==> src/rtl/sbe_tally_pkg.sv <==
`timescale 1ns/1ps
package sbe_tally_pkg;
   // Flag slots in the sticky report vector; bit position matches flag_clr_i.
   typedef enum int unsigned {
      FLAG_SBE = 0,
      FLAG_MBE = 1
   } flag_idx_e;

   localparam int unsigned NUM_FLAGS = 2;
   localparam int unsigned MIN_CNT_W = 2;
   localparam int unsigned MAX_CNT_W = 32;
endpackage

==> src/rtl/sbe_count_sat.sv <==
`timescale 1ns/1ps
module sbe_count_sat #(
   parameter int unsigned CNT_W    = 8,
   parameter bit          SATURATE = 1'b1
) (
   input  logic             clk_i,
   input  logic             rst_ni,
   input  logic             inc_i,
   input  logic             wr_en_i,
   input  logic [CNT_W-1:0] wr_data_i,
   output logic             counted_o,
   output logic [CNT_W-1:0] cnt_next_o,
   output logic [CNT_W-1:0] cnt_o
);
   import sbe_tally_pkg::*;

   localparam logic [CNT_W-1:0] CNT_MAX = {CNT_W{1'b1}};
   localparam logic [CNT_W-1:0] CNT_ONE = {{(CNT_W-1){1'b0}}, 1'b1};

   generate
      if (CNT_W < MIN_CNT_W || CNT_W > MAX_CNT_W) begin : g_bad_width
         $error("sbe_count_sat: CNT_W out of supported range");
      end
   endgenerate

   logic [CNT_W-1:0] cnt_q;
   logic [CNT_W-1:0] cnt_d;
   logic             step_ok;

   // Variant choice: hold at the top value, or roll over to zero.
   generate
      if (SATURATE) begin : g_sat
         assign step_ok = inc_i && (cnt_q != CNT_MAX);
      end else begin : g_wrap
         assign step_ok = inc_i;
      end
   endgenerate

   // Value the counter reaches when the event is accepted (write not pending).
   assign cnt_next_o = step_ok ? cnt_q + CNT_ONE : cnt_q;
   assign counted_o  = inc_i && !wr_en_i;

   always_comb begin
      if (wr_en_i) cnt_d = wr_data_i;
      else         cnt_d = cnt_next_o;
   end

   always_ff @(posedge clk_i or negedge rst_ni) begin
      if (!rst_ni) cnt_q <= '0;
      else         cnt_q <= cnt_d;
   end

   assign cnt_o = cnt_q;

   // an accepted event below the ceiling adds exactly one
   a_r2_step_one: assert property (@(posedge clk_i) disable iff (!rst_ni)
      (inc_i && !wr_en_i && cnt_q != CNT_MAX) |=> (cnt_q == $past(cnt_q) + CNT_ONE));

   // a load overrides any event in the same cycle
   a_r4_write_wins: assert property (@(posedge clk_i) disable iff (!rst_ni)
      wr_en_i |=> (cnt_q == $past(wr_data_i)));

   // Without events or loads the count is steady
   a_r2_idle_hold: assert property (@(posedge clk_i) disable iff (!rst_ni)
      (!inc_i && !wr_en_i) |=> $stable(cnt_q));

   generate
      if (SATURATE) begin : g_sat_chk
         // at the ceiling, events never wrap the count
         a_r3_no_overflow: assert property (@(posedge clk_i) disable iff (!rst_ni)
            (cnt_q == CNT_MAX && !wr_en_i) |=> (cnt_q == CNT_MAX));
      end
   endgenerate
endmodule

==> src/rtl/sbe_flag_latch.sv <==
`timescale 1ns/1ps
module sbe_flag_latch #(
   parameter int unsigned N = sbe_tally_pkg::NUM_FLAGS
) (
   input  logic         clk_i,
   input  logic         rst_ni,
   input  logic [N-1:0] set_i,
   input  logic [N-1:0] clr_i,
   output logic [N-1:0] flag_o
);
   generate
      if (N < 1) begin : g_bad_n
         $error("sbe_flag_latch: N must be at least 1");
      end
   endgenerate

   // One sticky bit per slot; a set in the same cycle beats the clear.
   for (genvar i = 0; i < N; i++) begin : g_slot
      logic flag_q;
      always_ff @(posedge clk_i or negedge rst_ni) begin
         if (!rst_ni)        flag_q <= 1'b0;
         else if (set_i[i])  flag_q <= 1'b1;
         else if (clr_i[i])  flag_q <= 1'b0;
      end
      assign flag_o[i] = flag_q;

      // a set flag stays until its clear bit is written
      a_r8_sticky: assert property (@(posedge clk_i) disable iff (!rst_ni)
         (flag_q && !clr_i[i]) |=> flag_q);

      // set wins over a simultaneous clear
      a_r8_set_wins: assert property (@(posedge clk_i) disable iff (!rst_ni)
         set_i[i] |=> flag_q);
   end
endmodule

==> src/rtl/sbe_tally_irq.sv <==
`timescale 1ns/1ps
module sbe_tally_irq #(
   parameter int unsigned CNT_W    = 8,
   parameter bit          SATURATE = 1'b1
) (
   input  logic             clk_i,
   input  logic             rst_ni,
   input  logic             sbe_evt_i,
   input  logic             mbe_evt_i,
   input  logic             report_en_i,
   input  logic [CNT_W-1:0] trig_i,
   input  logic             count_wr_i,
   input  logic [CNT_W-1:0] count_wdata_i,
   input  logic [1:0]       flag_clr_i,
   output logic [CNT_W-1:0] count_o,
   output logic             sbe_flag_o,
   output logic             mbe_flag_o,
   output logic             irq_o
);
   import sbe_tally_pkg::*;

   logic                 counted;
   logic [CNT_W-1:0]     cnt_next;
   logic [NUM_FLAGS-1:0] flag_set;
   logic [NUM_FLAGS-1:0] flags;

   sbe_count_sat #(
      .CNT_W    (CNT_W),
      .SATURATE (SATURATE)
   ) i_count (
      .clk_i      (clk_i),
      .rst_ni     (rst_ni),
      .inc_i      (sbe_evt_i),
      .wr_en_i    (count_wr_i),
      .wr_data_i  (count_wdata_i),
      .counted_o  (counted),
      .cnt_next_o (cnt_next),
      .cnt_o      (count_o)
   );

   // Compare the post-increment value with the trigger.
   always_comb begin
      flag_set           = '0;
      flag_set[FLAG_SBE] = report_en_i && counted && (cnt_next == trig_i);
      flag_set[FLAG_MBE] = report_en_i && mbe_evt_i;
   end

   sbe_flag_latch #(
      .N (NUM_FLAGS)
   ) i_flags (
      .clk_i  (clk_i),
      .rst_ni (rst_ni),
      .set_i  (flag_set),
      .clr_i  (flag_clr_i),
      .flag_o (flags)
   );

   assign sbe_flag_o = flags[FLAG_SBE];
   assign mbe_flag_o = flags[FLAG_MBE];
   assign irq_o      = report_en_i && (|flags);

   // an enabled multi-bit event always reports
   a_r7_mbe_reports: assert property (@(posedge clk_i) disable iff (!rst_ni)
      (mbe_evt_i && report_en_i) |=> mbe_flag_o);

   // with reporting off, no flag rises
   a_r7_quiet_when_off: assert property (@(posedge clk_i) disable iff (!rst_ni)
      (!report_en_i && !sbe_flag_o) |=> !sbe_flag_o);

   // single-bit flag rises only on a counted event that reaches the trigger
   a_r5_rise_on_match: assert property (@(posedge clk_i) disable iff (!rst_ni)
      $rose(sbe_flag_o) |-> ($past(report_en_i) && $past(sbe_evt_i) && !$past(count_wr_i)
                             && count_o == $past(trig_i)));

   // the request is masked while reporting is off
   a_r9_mask: assert property (@(posedge clk_i) disable iff (!rst_ni)
      !report_en_i |-> !irq_o);
endmodule

==> config.mk <==
export PLATFORM = sky130hd
export DESIGN_NAME = sbe_tally_irq
export DESIGN_NICKNAME = d
export VERILOG_FILES = /design/src/rtl/sbe_tally_pkg.sv /design/src/rtl/sbe_count_sat.sv /design/src/rtl/sbe_flag_latch.sv /design/src/rtl/sbe_tally_irq.sv
export SDC_FILE = /design/constraint.sdc
export NUM_CORES = 1
export LEC_CHECK = 0
export ABC_AREA = 1
export BUFFER_PORTS_ARGS = -buffer_cell sky130_fd_sc_hd__buf_4
export CORE_UTILIZATION = 45
export CTS_CLUSTER_SIZE = 20
export DETAILED_ROUTE_END_ITERATION = 16
export GPL_TIMING_DRIVEN = 0
export PLACE_DENSITY = 0.87
export SLEW_MARGIN = 40
export SYNTH_ARGS = -nofsm -noshare
export SYNTH_HDL_FRONTEND = slang
export SYNTH_SLANG_ARGS = --single-unit
==> constraint.sdc <==
create_clock -name clk_i -period 4.4 [get_ports clk_i]
set_input_delay 0 -clock clk_i [delete_from_list [all_inputs] [get_ports clk_i]]
set_output_delay 0 -clock clk_i [all_outputs]
set_load 0.1 [all_outputs]
==> flow_metrics.tcl <==
set metrics [dict create \
    reg2reg_depth 10 \
    relSlewSlack_pct 68.15 \
    ys_ff_latch 10 \
    rrSetupSlack_ns 2.30 \
    grt_pass1_wl_um 3795 \
    r2r_end "i_count.cnt_o[5]" \
    multi_input_area_um2 481.7 \
    numPortBuffers 33 \
    drt_iter0_drc 44 \
    criticalPathCategory "reg2reg" \
    wl_um 2346 \
    rsz0062_at_grt "false" \
    ys_seq_area_share_pct 29.76 \
    htreeDepth 1 \
    die_h_um 45.23 \
    synth_area_leaders "dfrtp_1 30%, nand2_1 19%, nand3_1 11%" \
    r2r_start "i_count.cnt_o[1]" \
    wl_per_cell_um 11.28 \
    first_pass_iters 4 \
    yosys_warnings 0 \
    fin_crit_ns 2.103 \
    vdd_drop_max_uv 200.5 \
    gr-total-overflow 0 \
    cts_resized 0 \
    clk_pin_slew_ns 0.08 \
    end_kind "register" \
    grt_pass1_vias 941 \
    rows 15 \
    hold_depth 3 \
    drive_above_1_share_pct 24.59 \
    timing.fmax_mhz 475.5 \
    n_antenna_cell 0 \
    antenna_found_initial 0 \
    cts_max_path_buffers 2 \
    cts_tree "done" \
    num_vias 1028 \
    cts.sinks 10 \
    maxCapViolations 0 \
    final.setup_skew_ns 0.007886 \
    outcome "complete, but fails checks" \
    worst-endpoint-arrival_ns 2.27 \
    syn_area_um2 840.8 \
    synth_nets 160 \
    coreArea_um2 1745 \
    p_per_area_nw_per_um2 300.4 \
    hold_ws_ns -0.003020 \
    totalNegativeSetupSlack_ns 0 \
    hp-start "count_wdata_i[7]" \
    grt_use_total_pct 25.65 \
    final_cell_mix "42 x nand2_1, 34 x buf_4, 23 x inv_1" \
    required_ns 4.57 \
    whs_endpoint "i_count.cnt_o[7]" \
    syn2layout_area_growth_pct 50.59 \
    place.gp.congestion 0.8535 \
    num-nets-final 209 \
    final_cell_area_um2 1266 \
    numCtsBuffers 3 \
    synth_area_leader_cell "dfrtp_1" \
    hold_class "in2reg" \
    vias_per_cell 4.942 \
    ant_nets 0 \
    dieArea_um2 2045 \
    netlist.area_leader.share_pct 29.76 \
    worst-path-max-fanout 10 \
    dp_hpwl_um 1703 \
    drv_slew 0 \
    synth_cells 135 \
    ioPinCount 35 \
    setup_viol 0 \
    finalNonFillerCells 208 \
    seq_area_um2 250.2 \
    postCtsHoldBufs 11 \
    yosys.cell_types.count 20 \
    dpl.cell_count 193 \
    cts_root_buffer "clkbuf_4" \
    p_leak_nw 0.7412 \
    critPathLaunchType "register" \
    worst_pin_slew_ns 0.4778 \
    grt_max_degree 11 \
    start_util_pct 48.17 \
    final_common_cell "nand2_1" \
    place_ws_ns 2.653 \
    violations "hold timing" \
    synth_area_per_cell_um2 6.228 \
    worst_slack_ns 2.297 \
    worstSkewPairLatency_ns 0.28 \
    route.detailed.drc 0 \
    fill_cells 149 \
    hold_viol 2 \
    period_share_pct 47.80 \
    cts_setup_buffers 0 \
    dieWidth_um 45.23 \
    placed_cell_area_um2 1120 \
]
cells in the mapped netlist:
master	instances
dfrtp_1	10
nand2_1	42
a31oi_1	7
nand3b_2	1
ha_1	1
nor2_2	1
nand2_4	1
nand4_1	4
nor2_4	1
buf_4	1
buf_6	1
nor3_1	1
o21ai_0	2
nand3_1	18
nand4_2	1
nor2_1	15
clkbuf_1	1
nand3b_1	3
inv_1	23
nand2_2	1
layout make-up:
cell class / count / share of cell area (%)
Multi-Input combinational cell: 99 / 38.04
Timing Repair Buffer: 44 / 28.26
Sequential cell: 10 / 19.76
Inverter: 23 / 6.818
Clock buffer: 4 / 2.866
Tap cell: 25 / 2.470
Buffer: 3 / 1.779
flip-flops by register name (all words and copies together) (netlist names):
name                   count
i_flags.g_slot.flag_q      2
i_count.cnt_o              8
power by group:
part,total (mW),internal [mW],switching [mW],leakage (nW)
logic,0.178,0.0558,0.122,0.603
clock network,0.0904,0.0504,0.0401,0.0210
registers,0.112,0.100,0.0118,0.117
critical path: stages (launching register included):
cell and delay [ns]:
dfrtp_1 0.44, ha_1 0.20, nand2_1 0.09, nor2_1 0.18
nand2_4 0.10, buf_6 0.15, nand3_1 0.07, nand2_1 0.06
nand2_1 0.08, o21ai_0 0.07, dlygate4sd3_1 0.55
kinds of logic after synthesis:
group | after synthesis | share of synthesized area [%]
compound gates | 9 | 6.399
fa+ha+maj | 1 | 1.488
buf+inv | 26 | 12.95
flops | 10 | 29.76
simple gates | 89 | 49.40
worst max-delay path by stage:
stage	start	endpoint	slack (ns)	depth (start not counted)
after detailed placement	i_count.cnt_o[1]	i_flags.g_slot[0].flag_q	2.65	13
after CTS	i_count.cnt_o[1]	i_count.cnt_o[5]	2.32	10
after floorplan	i_count.cnt_o[1]	i_flags.g_slot[0].flag_q	2.08	13
after global placement	i_count.cnt_o[1]	i_flags.g_slot[0].flag_q	2.69	12
after global routing	i_count.cnt_o[1]	i_count.cnt_o[5]	2.14	10
final	i_count.cnt_o[1]	i_count.cnt_o[5]	2.30	10
per-layer routing:
layer / global-route usage, % / up-vias / part of all wire [%]
li1: - / 526 / -
met1: 32.02 / 452 / 41
met2: 44.64 / 43 / 49
met3: 2.400 / 7 / 6.8
met4: 10.91 / 0 / 2.6
met5: 0 / - / 0
through the flow:
step	util [%]	total power, mW
3_3_place_gp	64.16	0.2778
6_report	72.54	0.3803
5_1_grt	72.54	0.3948
3_5_place_dp	64.16	0.2813
4_1_cts	72.54	0.3769
2_1_floorplan	-	0.2353
Power figures use the tool's default switching activity.
